$ cat config.mk
export PLATFORM = sky130hd
export DESIGN_NAME = port_pin_mux
export DESIGN_NICKNAME = d
export VERILOG_FILES = /design/src/rtl/ppm_pkg.sv /design/src/rtl/ppm_sync.sv /design/src/rtl/ppm_edge_flag.sv /design/src/rtl/ppm_out_mux.sv /design/src/rtl/port_pin_mux.sv
export SDC_FILE = /design/constraint.sdc
export NUM_CORES = 1
export LEC_CHECK = 0
export CORE_ASPECT_RATIO = 0.9
export CORE_MARGIN = 2
export CORE_UTILIZATION = 37
export CTS_CLUSTER_DIAMETER = 30
export DETAILED_ROUTE_END_ITERATION = 10
export GPL_ROUTABILITY_DRIVEN = 0
export GPL_TIMING_DRIVEN = 0
export PLACE_DENSITY = 0.84
export SLEW_MARGIN = 20
export SYNTH_ARGS = -nofsm -noshare
export SYNTH_HDL_FRONTEND = slang
export SYNTH_SLANG_ARGS = --single-unit
$ cat constraint.sdc
create_clock -name clk -period 2.3 [get_ports clk]
set_input_delay 0.345 -clock clk [delete_from_list [all_inputs] [get_ports clk]]
set_output_delay 0.345 -clock clk [all_outputs]
set_load 0.005 [all_outputs]
$ cat src/rtl/ppm_pkg.sv
// Shared types for the port pin multiplexer.
// Assumes: package variants are fixed at elaboration time.
package ppm_pkg;
    typedef enum logic [1:0] {
        PKG_FULL  = 2'd0,
        PKG_MID   = 2'd1,
        PKG_SMALL = 2'd2
    } pkg_variant_e;

    localparam int SYNC_STAGES = 2;
    localparam int WARMUP_CYC  = SYNC_STAGES + 1;
endpackage

$ cat src/rtl/ppm_sync.sv
// Pad level synchronizer: a chain of flops per bit into the clk domain.
// Assumes: each bit is an independent asynchronous level.
module ppm_sync #(
    parameter int W      = 8,
    parameter int STAGES = ppm_pkg::SYNC_STAGES
) (
    input  logic         clk,
    input  logic         rst_n,
    input  logic [W-1:0] d,
    output logic [W-1:0] q
);
    logic [W-1:0] chain [STAGES];

    // Shift the pad level through the synchronizer stages.
    always_ff @(posedge clk) begin
        if (!rst_n) begin
            for (int s = 0; s < STAGES; s++) chain[s] <= '0;
        end else begin
            chain[0] <= d;
            for (int s = 1; s < STAGES; s++) chain[s] <= chain[s-1];
        end
    end

    assign q = chain[STAGES-1];
endmodule

$ cat src/rtl/ppm_edge_flag.sv
// Per-pin edge detector and sticky flag with write-one-to-clear.
// Assumes: lvl is already synchronized. Edges seen before the
// synchronizer has filled after reset are ignored.
module ppm_edge_flag #(
    parameter int W      = 8,
    parameter bit ENABLE = 1'b1
) (
    input  logic         clk,
    input  logic         rst_n,
    input  logic [W-1:0] lvl,
    input  logic [W-1:0] pol,
    input  logic [W-1:0] clr,
    output logic [W-1:0] flag
);
    localparam int CW = $clog2(ppm_pkg::WARMUP_CYC + 1);

    logic [W-1:0]  lvl_prev;
    logic [W-1:0]  rise, fall, hit;
    logic [CW-1:0] warm_cnt;
    logic          armed;

    // Count cycles after reset until the level history is valid.
    always_ff @(posedge clk) begin
        if (!rst_n)
            warm_cnt <= '0;
        else if (!armed)
            warm_cnt <= warm_cnt + 1'b1;
    end

    assign armed = (warm_cnt == CW'(ppm_pkg::WARMUP_CYC));

    // Keep the previous synchronized level for edge comparison.
    always_ff @(posedge clk) begin
        if (!rst_n) lvl_prev <= '0;
        else        lvl_prev <= lvl;
    end

    // Select the edge per pin: polarity 1 rising, 0 falling.
    always_comb begin
        rise = lvl & ~lvl_prev;
        fall = ~lvl & lvl_prev;
        hit  = (ENABLE && armed) ? ((pol & rise) | (~pol & fall)) : '0;
    end

    // Sticky flag: a detected edge outranks a clear in the same cycle.
    always_ff @(posedge clk) begin
        if (!rst_n) flag <= '0;
        else        flag <= (flag & ~clr) | hit;
    end

    for (genvar i = 0; i < W; i++) begin : g_chk
        AST_SET_WINS: assert property (@(posedge clk) disable iff (!rst_n)
            hit[i] |=> flag[i]);
        AST_CLEAR_TAKES: assert property (@(posedge clk) disable iff (!rst_n)
            (clr[i] && !hit[i]) |=> !flag[i]);
        AST_FLAG_NEEDS_EDGE: assert property (@(posedge clk) disable iff (!rst_n)
            $rose(flag[i]) |-> $past(lvl[i]) != $past(lvl_prev[i]));
    end
endmodule

$ cat src/rtl/ppm_out_mux.sv
// Per-pin output priority: PWM, then the pin's clock output, then the
// general-purpose registers. Alternate enables arrive already masked by
// the package variant, so this module does not depend on the variant.
// Assumes: NPWM >= 2 so that pins 1 and 0 carry PWM channels.
module ppm_out_mux #(
    parameter int NPINS = 8,
    parameter int NPWM  = 4
) (
    input  logic             clk,
    input  logic             rst_n,
    input  logic [NPINS-1:0] gp_data,
    input  logic [NPINS-1:0] gp_dir,
    input  logic [NPWM-1:0]  pwm_act,
    input  logic [NPWM-1:0]  pwm_out,
    input  logic             dclk_act,
    input  logic             dclk_out,
    input  logic             pclk_act,
    input  logic             pclk_out,
    output logic [NPINS-1:0] pad_out,
    output logic [NPINS-1:0] pad_oe
);
    for (genvar p = 0; p < NPINS; p++) begin : g_pin
        if (p < NPWM) begin : g_alt
            logic alt_on, alt_val;
            if (p == 1) begin : g_dclk
                // PWM1 outranks the doubled clock.
                assign alt_on  = pwm_act[p] | dclk_act;
                assign alt_val = pwm_act[p] ? pwm_out[p] : dclk_out;
                AST_DCLK_DRIVES: assert property (@(posedge clk) disable iff (!rst_n)
                    (!pwm_act[p] && dclk_act) |-> (pad_oe[p] && pad_out[p] == dclk_out));
            end else if (p == 0) begin : g_pclk
                // PWM0 outranks the periodic clock.
                assign alt_on  = pwm_act[p] | pclk_act;
                assign alt_val = pwm_act[p] ? pwm_out[p] : pclk_out;
                AST_PCLK_DRIVES: assert property (@(posedge clk) disable iff (!rst_n)
                    (!pwm_act[p] && pclk_act) |-> (pad_oe[p] && pad_out[p] == pclk_out));
            end else begin : g_pwm_only
                assign alt_on  = pwm_act[p];
                assign alt_val = pwm_out[p];
            end
            // Any active alternate function forces the pad to drive.
            assign pad_oe[p]  = alt_on | gp_dir[p];
            assign pad_out[p] = alt_on ? alt_val : gp_data[p];

            AST_PWM_OWNS_PIN: assert property (@(posedge clk) disable iff (!rst_n)
                pwm_act[p] |-> (pad_oe[p] && pad_out[p] == pwm_out[p]));
        end else begin : g_gpo
            // Plain general-purpose pin.
            assign pad_oe[p]  = gp_dir[p];
            assign pad_out[p] = gp_data[p];
        end
    end
endmodule

$ cat src/rtl/port_pin_mux.sv
// Top of the port pin multiplexer. It masks the alternate function
// enables by package variant, drives the pads and converter triggers, and
// gathers the pin-change flags into one interrupt request.
// Assumes: control bits come from an external register file; the clear
// strobe is high for one cycle per write.
module port_pin_mux #(
    parameter int                    NPINS   = 8,
    parameter int                    NPWM    = 4,
    parameter int                    NTRIG   = 4,
    parameter ppm_pkg::pkg_variant_e VARIANT = ppm_pkg::PKG_FULL
) (
    input  logic             clk,
    input  logic             rst_n,
    input  logic [NPINS-1:0] gp_data,
    input  logic [NPINS-1:0] gp_dir,
    input  logic [NPWM-1:0]  pwm_en,
    input  logic [NPWM-1:0]  pwm_out,
    input  logic             dclk_en,
    input  logic             dclk_out,
    input  logic             pclk_en,
    input  logic             pclk_route,
    input  logic             pclk_out,
    input  logic [NTRIG-1:0] trig_en,
    input  logic [NPINS-1:0] pad_in,
    output logic [NPINS-1:0] pad_out,
    output logic [NPINS-1:0] pad_oe,
    output logic [NTRIG-1:0] trig_out,
    input  logic [NPINS-1:0] pin_irq_en,
    input  logic [NPINS-1:0] pin_irq_pol,
    input  logic [NPINS-1:0] pin_irq_clr,
    output logic [NPINS-1:0] pin_irq_flag,
    output logic             irq
);
    import ppm_pkg::*;

    localparam bit HAS_ALT  = (VARIANT != PKG_SMALL);
    localparam bit HAS_CLKS = (VARIANT == PKG_FULL);

    logic [NPWM-1:0]  pwm_act;
    logic             dclk_act, pclk_act;
    logic [NPINS-1:0] pad_sync;

    // Mask alternate enables with what the package variant provides.
    always_comb begin
        pwm_act  = HAS_ALT  ? pwm_en : '0;
        dclk_act = HAS_CLKS ? dclk_en : 1'b0;
        pclk_act = HAS_CLKS ? (pclk_en & pclk_route) : 1'b0;
    end

    ppm_out_mux #(.NPINS(NPINS), .NPWM(NPWM)) u_out_mux (
        .clk      (clk),
        .rst_n    (rst_n),
        .gp_data  (gp_data),
        .gp_dir   (gp_dir),
        .pwm_act  (pwm_act),
        .pwm_out  (pwm_out),
        .dclk_act (dclk_act),
        .dclk_out (dclk_out),
        .pclk_act (pclk_act),
        .pclk_out (pclk_out),
        .pad_out  (pad_out),
        .pad_oe   (pad_oe)
    );

    // Trigger taps observe the raw pad level and never touch direction.
    assign trig_out = HAS_ALT ? (pad_in[NTRIG-1:0] & trig_en) : '0;

    ppm_sync #(.W(NPINS)) u_sync (
        .clk   (clk),
        .rst_n (rst_n),
        .d     (pad_in),
        .q     (pad_sync)
    );

    ppm_edge_flag #(.W(NPINS), .ENABLE(HAS_ALT)) u_edge (
        .clk   (clk),
        .rst_n (rst_n),
        .lvl   (pad_sync),
        .pol   (pin_irq_pol),
        .clr   (pin_irq_clr),
        .flag  (pin_irq_flag)
    );

    // Combine the enabled flags into one request.
    assign irq = |(pin_irq_flag & pin_irq_en);

    AST_IRQ_HAS_SOURCE: assert property (@(posedge clk) disable iff (!rst_n)
        irq |-> (pin_irq_flag != '0));
    AST_TRIG_FOLLOWS_PAD: assert property (@(posedge clk) disable iff (!rst_n)
        (trig_out & ~pad_in[NTRIG-1:0]) == '0);
    AST_SMALL_SILENT: assert property (@(posedge clk) disable iff (!rst_n)
        !HAS_ALT |-> (pin_irq_flag == '0 && !irq));
    AST_RESET_CLEAR: assert property (@(posedge clk)
        !rst_n |=> (pin_irq_flag == '0));
endmodule

Word level (Yosys, flattened, before mapping)
Memory sizes are Yosys's and may differ from the RTL's.
Cells that the tools add are included.

storage, ports and cells
  memories = 1
  output and inout port bits = 29
  bits in writable memories = 16
  flip-flop bits (word level) = 18
  bits of input ports = 67
  ROM bits = 0
  bits in latches = 0

operators by class
  shift-type cells = 0
  equality and inequality tests = 1
  multiply operators = 0
  $add $sub $neg = 1
  multiplexer cells = 11
  reduce and logical (&&, ||, !) cells = 1
  div/mod/pow operators = 0
  $lt $le $gt $ge = 0
  bitwise logic cells = 22

memory list
  memory        depth  bits a word  read ports  clocked after Yosys merged registers in  wr ports  line            source
  u_sync.chain  2      8            2           0                                        2         ppm_sync.sv:12  logic [W-1:0] chain [STAGES];

operators with widths
  operator                                     count
  AND 8 bit                                    6
  inverter 8 bit                               4
  two-way mux 8 bit                            3
  bitwise OR 8 bit                             2
  two-way mux 1 bit                            8
  bitwise OR 1 bit                             8
  OR reduction 8 bit                           1
  AND 4 bit                                    1
  adder 2 x 1 -> 2 bit, second input constant  1
  == test 2 bit, second input constant         1
  AND 1 bit                                    1

Logic depth before layout (Yosys ltp)
Gate-level depths: netlist (run 1).

  depth after elaboration = 6
  gate-level depth with buffers = 4
  depth with buffers taken out = 3

Modules after synthesis
From an unflattened synthesis (run 1), not the netlist that was laid out.

second synthesis, totals
  cells, all modules = 136
  area, all modules = 1470.2 um^2

by module, submodules not included
  module         times used  area an instance (um^2)  cells an instance  seq. area each (um^2)
  ppm_edge_flag  1           750.7                    65                 360.3
  ppm_sync       1           506.7                    41                 320.3
  ppm_out_mux    1           145.1                    20                 0.0
  port_pin_mux   1           67.6                     10                 0.0

Worst setup path before layout (run 1)
Ideal clock, no wire load.

  kind = flip-flop to flip-flop
  start = reg u_edge.warm_cnt[0]
  end = reg u_edge.flag[0]
  data arrival time = 1.104 ns
  path slack = 1.076 ns
  cell stages (with the launch flop) = 5
  required time = 2.180 ns
  period minus slack after synthesis = 1.224 ns
  cells stage by stage = dfxtp_1 > ha_1 > buf_6 > and4b_1 > o31a_1

on the way
  cells in the longest elaborated chain, start to end = 3

ends and longest elaborated chain
  what                      line                 source
  start: declaration        ppm_edge_flag.sv:19  logic [CW-1:0] warm_cnt;
  start signal: assignment  ppm_edge_flag.sv:27  warm_cnt <= warm_cnt + 1'b1;
  == test 2 bit             ppm_edge_flag.sv:30  assign armed = (warm_cnt == CW'(ppm_pkg::WARMUP_CYC));
  two-way mux 8 bit         ppm_edge_flag.sv:42  hit = (ENABLE && armed) ? ((pol & rise) | (~pol & fall)) : '0;
  bitwise OR 8 bit          ppm_edge_flag.sv:48  else flag <= (flag & ~clr) | hit;
  end signal: assignment    ppm_edge_flag.sv:48
  end: declaration          ppm_edge_flag.sv:13  output logic [W-1:0] flag

No other way between the ends.
A chain may end at the register's enable or synchronous reset.

Final worst setup path (run 1)
  start = in pclk_en
  end = out pad_out[0]

on the way
  cells in the longest elaborated chain, start to end = 3

ends and longest elaborated chain
  what                line                source
  start: declaration  port_pin_mux.sv:20  input logic pclk_en,
  AND 1 bit           port_pin_mux.sv:47  pclk_act = HAS_CLKS ? (pclk_en & pclk_route) : 1'b0;
  bitwise OR 1 bit    ppm_out_mux.sv:33   assign alt_on = pwm_act[p] | pclk_act;
  two-way mux 1 bit   ppm_out_mux.sv:43   assign pad_out[p] = alt_on ? alt_val : gp_data[p];
  end: declaration    port_pin_mux.sv:25  output logic [NPINS-1:0] pad_out,

No other way between the ends.

==> results of run 1 <==
==> layout make-up <==
cell class	instances	area share
clock inverters	1	0.00207
clock buffers	7	0.0357
flip-flops and latches	34	0.282
well taps	46	0.0238
multi-input cells	83	0.262
plain buffers	12	0.0347
repair buffers	87	0.360
==> flip-flops by register name, summed over array words and instances, names as in the netlist <==
name / flops
u_sync.chain: 16
u_edge.flag: 8
u_edge.warm_cnt: 2
u_edge.lvl_prev: 8
==> final timing paths <==
check	end	slack [ns]	cells past startpoint
hold / removal	u_sync.chain[0][10]$_SDFF_PN0_	0.43	1
setup / recovery	pad_out[0]	0.29	4
hold reg to reg	u_sync.chain[0][10]$_SDFF_PN0_	0.43	1
setup reg to reg	u_edge.flag[0]$_SDFF_PN0_	0.94	4
==> critical path, stage by stage <==
cell	delay (ns)
clkdlybuf4s50_1	0.43
and3_1	0.18
o31a_1	0.27
clkdlybuf4s50_1	0.44
==> power breakdown <==
part | internal [mW] | switching [mW] | total (mW)
logic | 0.175 | 0.0642 | 0.239
registers | 0.615 | 0.0118 | 0.627
clock network | 0.241 | 0.206 | 0.447
total | 1.03 | 0.282 | 1.31
==> cells by family after synthesis <==
family                     share of synthesized area
and+or+nand+nor                                0.314
buffers and inverters                         0.0600
AOI/OAI and AO/OA                             0.0931
muxes                                         0.0304
adders and majority gates                    0.00895
DFF                                            0.487
xor gates and xnor gates                     0.00627
==> per-stage QoR <==
stage / hold WS [ns] / worst slack (ns) / cells
after CTS: 0.437 / 0.288 / 270
after detailed placement: 0.421 / 0.292 / 262
final: 0.434 / 0.294 / 270
after global placement: 0.413 / 0.302 / 262
after floorplan: 0.412 / 1.08 / 129
after global routing: 0.452 / 0.209 / 270
==> layout by cell type (no fill, tap or decap), types with 4 or more instances in the layout <==
| cell | Yosys | layout |
|---|---|---|
| clkdlybuf4s50_1 | 0 | 87 |
| dfxtp_1 | 34 | 34 |
| and2_1 | 29 | 29 |
| o31a_1 | 9 | 9 |
| nor2b_1 | 9 | 9 |
| nor4bb_1 | 8 | 8 |
| and4b_1 | 8 | 8 |
| buf_4 | 8 | 8 |
| clkbuf_8 | 0 | 6 |
| a22oi_1 | 4 | 4 |
==> per-layer routing <==
layer	GRT usage	up-vias	wire, um
met1	0.184	581	1260
li1	-	638	-
met4	0.0809	0	58
met2	0.272	80	1530
met5	0	-	0
met3	0.0562	5	565
==> reports/qor.yml, run 1 <==
status:
  status: "complete, no violations"
worst_setup_path:
  startpoint_type: "primary input"
  worstSetupEndpointType: "primary output"
  r2r_start: "u_edge.warm_cnt[0]$_SDFFE_PN0N_"
  crit_fanout: 3
  cp_data_required_time_ns: 1.96
  critPathArrivalTime_ns: 1.66
  worstSetupPathType: "primary input to primary output"
  crit_start: "pclk_en"
cts:
  cts.sinks: 34
  cts-root-buf: "clkbuf_8"
  cts_resized: 0
  cts_hold_buf: 0
  cts_tree: "built"
  path_clk_slew_ns: 0.07
  clock_path_buffers: 2
  cts_buffers: 5
  cts_setup_buffers: 0
  htree_levels: 2
  insertion_delay_ns: 0.29
routing:
  routed_wl_mm: 3.41
  dr.pass1.iters: 4
  via_per_inst: 4.83
  wl_per_cell_um: 12.6
  drc: 0
  drtIter0Drc: 32
  final_antenna_net_count: 0
  dr_total_vias: 1304
run:
  maxCapViolCount: 0
synth:
  synth_fp_nets: 197
  synth_cell_types: 24
  ys_seq_elements: 34
  async_flop_share: 0
  syn_area_per_cell_sq_um: 10.8
  synthFlopType: "dfxtp_1"
  yosysMostFrequentCell: "dfxtp_1"
  ys_seq_area_frac: 0.487
  postSynthCellCount: 129
  yosysWarnings: 0
  yosysTopAreaCell: "dfxtp_1"
  synthTopCellsByArea: "dfxtp_1, and2_1, and4b_1"
  synth_commonest_cells: "dfxtp_1, and2_1, nor2b_1, o31a_1"
  synth_area_sq_mm: 0.00140
  synth_edf_count: 0
  synth_top_area_frac: 0.487
sta:
  tightestPinTransition_ns: 0.386
  final_hold_viol_count: 0
  min_period_over_period: 0.872
  fin_setup_tns_ns: 0
  skew_ns: 0.00554
  min_period_ns: 2.01
  max_freq_ghz: 0.499
  report.final.slew_viol_count: 0
  rsz0062_at_grt: "false"
  relSlewSlack: 0.742
  finalSetupViolations: 0
floorplan:
  die_y_um: 62.3
  io_pins: 96
  die_width_um: 68.8
  coreArea_sq_mm: 0.00368
  start_util: 0.380
  fp-row-count: 21
  die_area_sq_mm: 0.00429
power_and_ir_drop:
  leakagePower_nw: 0.947
  fin_total_pwr_mw: 1.31
  peakVddDrop_uv: 373
  p_per_area_mw_per_mm2: 543
layout:
  num-fill-cells: 296
  regArea_sq_um: 681
  drive_gt1_frac: 0.0938
  diodes: 0
  multiInputGateArea_sq_um: 633
  fin_area_sq_mm: 0.00242
  nNetsFinal: 291
  area_delta_synth_final_pct: 73.0
  finish.utilization: 0.657
grt:
  overflow: 0
  grt_max_degree: 11
  grt_pass1_vias: 1263
  grt_antenna_before_repair: 0
  grt_pass1_wl_mm: 5.29
  grt_usage: 0.165
min_path:
  hp-class: "register to register"
  min_from: "u_sync.chain[0][2]$_SDFF_PN0_"
placed_design:
  placed_area_sq_mm: 0.00233
  io_buffers: 87
  hpwl_mm: 2.65
Power figures use the tool's default switching activity.
==> run 2: changes to the inputs <==
--- a/config.mk
+++ b/config.mk
@@ -5,7 +5,7 @@
 export SDC_FILE = /design/constraint.sdc
 export NUM_CORES = 1
 export LEC_CHECK = 0
-export CORE_ASPECT_RATIO = 0.9
+export CORE_ASPECT_RATIO = 1.2
 export CORE_MARGIN = 2
 export CORE_UTILIZATION = 37
 export CTS_CLUSTER_DIAMETER = 30
==> run 2 against run 1 <==
Net effect: die area barely moved; critical path depth unchanged; sequential share of layout area fell by 0.61 points; sequential power is essentially flat; highest routed layer unchanged.
==> reports/qor.yml, run 2 (same netlist as run 1, synthesis figures left out) <==
status:
  status: "complete, no violations"  # unchanged
min_path:
  hp-class: "register to register"  # unchanged
  min_from: "u_sync.chain[0][2]$_SDFF_PN0_"  # unchanged
  hold_depth: 1  # unchanged
  holdPathEnd: "u_sync.chain[0][10]$_SDFF_PN0_"  # unchanged
sta:
  fin_ws_ns: 0.282  # was 0.294 ns
  min_period_ns: 2.02  # was 2.01 ns
  relSlewSlack: 0.778  # was 0.742
  report.final.slew_viol_count: 0  # unchanged
  finalSetupViolations: 0  # unchanged
  fin_setup_tns_ns: 0  # unchanged
  max_freq_ghz: 0.496  # was 0.499 GHz
  rsz0062_at_grt: "false"  # unchanged
  skew_ns: 0.00288  # was 0.00554 ns
  min_period_over_period: 0.877  # was 0.872
  tightestPinTransition_ns: 0.334  # was 0.386 ns
  final_hold_viol_count: 0  # unchanged
grt:
  grt_antenna_before_repair: 0  # unchanged
  grt_pass1_vias: 1223  # was 1263
  overflow: 0  # unchanged
  grt_pass1_wl_mm: 4.94  # was 5.29 mm
  grt_max_degree: 13  # was 11
  grt_usage: 0.153  # was 0.165
worst_setup_path:
  startpoint_type: "primary input"  # unchanged
  rr_worst_depth: 4  # unchanged
  crit_fanout: 3  # unchanged
  worstSetupEndpointType: "primary output"  # unchanged
  cp_data_required_time_ns: 1.96  # about the same
  worstSetupPathType: "primary input to primary output"  # unchanged
  r2r_end: "u_edge.flag[4]$_SDFF_PN0_"  # was u_edge.flag[0]$_SDFF_PN0_
  r2r_start: "u_edge.warm_cnt[0]$_SDFFE_PN0N_"  # unchanged
  r2r_setup_slack_ns: 0.96  # was 0.94 ns
  critPathArrivalTime_ns: 1.67  # was 1.66 ns
layout:
  diodes: 0  # unchanged
  largest_reg_flops: 16  # unchanged
  area_delta_synth_final_pct: 76.8  # was 73.0%
  largest-register: "u_sync.chain"  # unchanged
  instances_no_fill: 276  # was 270
  reg.largest.list: "u_sync.chain x16, u_edge.flag x8, u_edge.lvl_prev x8"  # unchanged
  final_common_cell: "clkdlybuf4s50_1"  # unchanged
  regArea_sq_um: 681  # unchanged
  drive_gt1_frac: 0.0982  # was 0.0938
  nNetsFinal: 291  # unchanged
  mostFrequentLayoutCells: "clkdlybuf4s50_1, dfxtp_1, and2_1"  # unchanged
  num-fill-cells: 296  # unchanged
  fin_area_sq_mm: 0.00247  # was 0.00242 sq mm
  multiInputGateArea_sq_um: 633  # unchanged
routing:
  routed_wl_mm: 3.15  # was 3.41 mm
  wl_per_cell_um: 11.4  # was 12.6 um
  dr_total_vias: 1274  # was 1304
  drc: 0  # unchanged
  final_antenna_net_count: 0  # unchanged
  drtIter0Drc: 10  # was 32
  dr.pass1.iters: 2  # was 4
  via_per_inst: 4.62  # was 4.83
power_and_ir_drop:
  leakagePower_nw: 0.967  # was 0.947 nW
  p_per_area_mw_per_mm2: 610  # was 543 mW/mm^2
  peakVddDrop_uv: 513  # was 373 uV
  fin_total_pwr_mw: 1.51  # was 1.31 mW
floorplan:
  coreArea_sq_mm: 0.00363  # was 0.00368 sq mm
  die_width_um: 60.1  # was 68.8 um
  die_area_sq_mm: 0.00429  # about the same
  start_util: 0.385  # was 0.380
  fp-row-count: 24  # was 21
  die_y_um: 71.3  # was 62.3 um
  io_pins: 96  # unchanged
cts:
  cts-root-buf: "clkbuf_8"  # unchanged
  clock_path_buffers: 2  # unchanged
  insertion_delay_ns: 0.28  # was 0.29 ns
  cts_setup_buffers: 0  # unchanged
  cts_buffers: 5  # unchanged
  cts_hold_buf: 0  # unchanged
  cts_tree: "built"  # unchanged
  path_clk_slew_ns: 0.07  # about the same
  cts.sinks: 34  # unchanged
  cts_resized: 0  # unchanged
  htree_levels: 2  # unchanged
placed_design:
  dp.cells: 268  # was 262
  hpwl_mm: 2.57  # was 2.65 mm
  preCtsSetupSlack_ns: 0.269  # was 0.292 ns
  placed_area_sq_mm: 0.00233  # about the same
  io_buffers: 87  # unchanged
run:
  maxCapViolCount: 0  # unchanged
## run 2: layout make-up
type,instances,share of cell area
Multi-Input combinational cell,83,0.256
Clock buffer,5,0.0278
Tap cell,52,0.0263
Sequential cell,34,0.275
Clock inverter,3,0.0278
Timing Repair Buffer,87,0.352
Buffer,12,0.0339
## run 2: worst max-delay path by stage
| stage | start | endpoint | slack, ns |
|---|---|---|---|
| 2_1_floorplan | u_edge.warm_cnt[0]$_SDFFE_PN0N_ | u_edge.flag[0]$_SDFF_PN0_ | 1.08 |
| 6_report | pclk_en | pad_out[0] | 0.28 |
| 5_1_grt | pclk_en | pad_out[0] | 0.25 |
| 3_3_place_gp | pclk_en | pad_out[0] | 0.28 |
| 3_5_place_dp | pclk_en | pad_out[0] | 0.27 |
| 4_1_cts | pclk_en | pad_out[0] | 0.27 |
## run 2: stage by stage
stage	hold slack, ns	util
floorplan	0.412	-
global placement	0.414	0.642
detailed placement	0.418	0.642
CTS	0.433	0.680
global route	0.445	0.680
finish	0.432	0.680
## run 2: where the power goes
group          switching, mW  total (mW)  internal, mW  leakage, nW
Sequential            0.0120       0.627         0.615        0.279
Clock                  0.211       0.645         0.434       0.0683
Combinational         0.0612       0.236         0.174        0.620
Total                  0.284        1.51          1.22        0.967
## run 2: critical path, stage by stage
cell,delay (ns)
clkdlybuf4s50_1,0.43
and3_1,0.18
o31a_1,0.27
clkdlybuf4s50_1,0.45
## run 2: routing by layer
metal	GRT usage	part of all wire	vias to the layer above
met2	0.285	0.50	74
li1	-	-	643
met1	0.141	0.37	555
met5	0	0	-
met3	0.0740	0.13	2
met4	0.0444	0.010	0
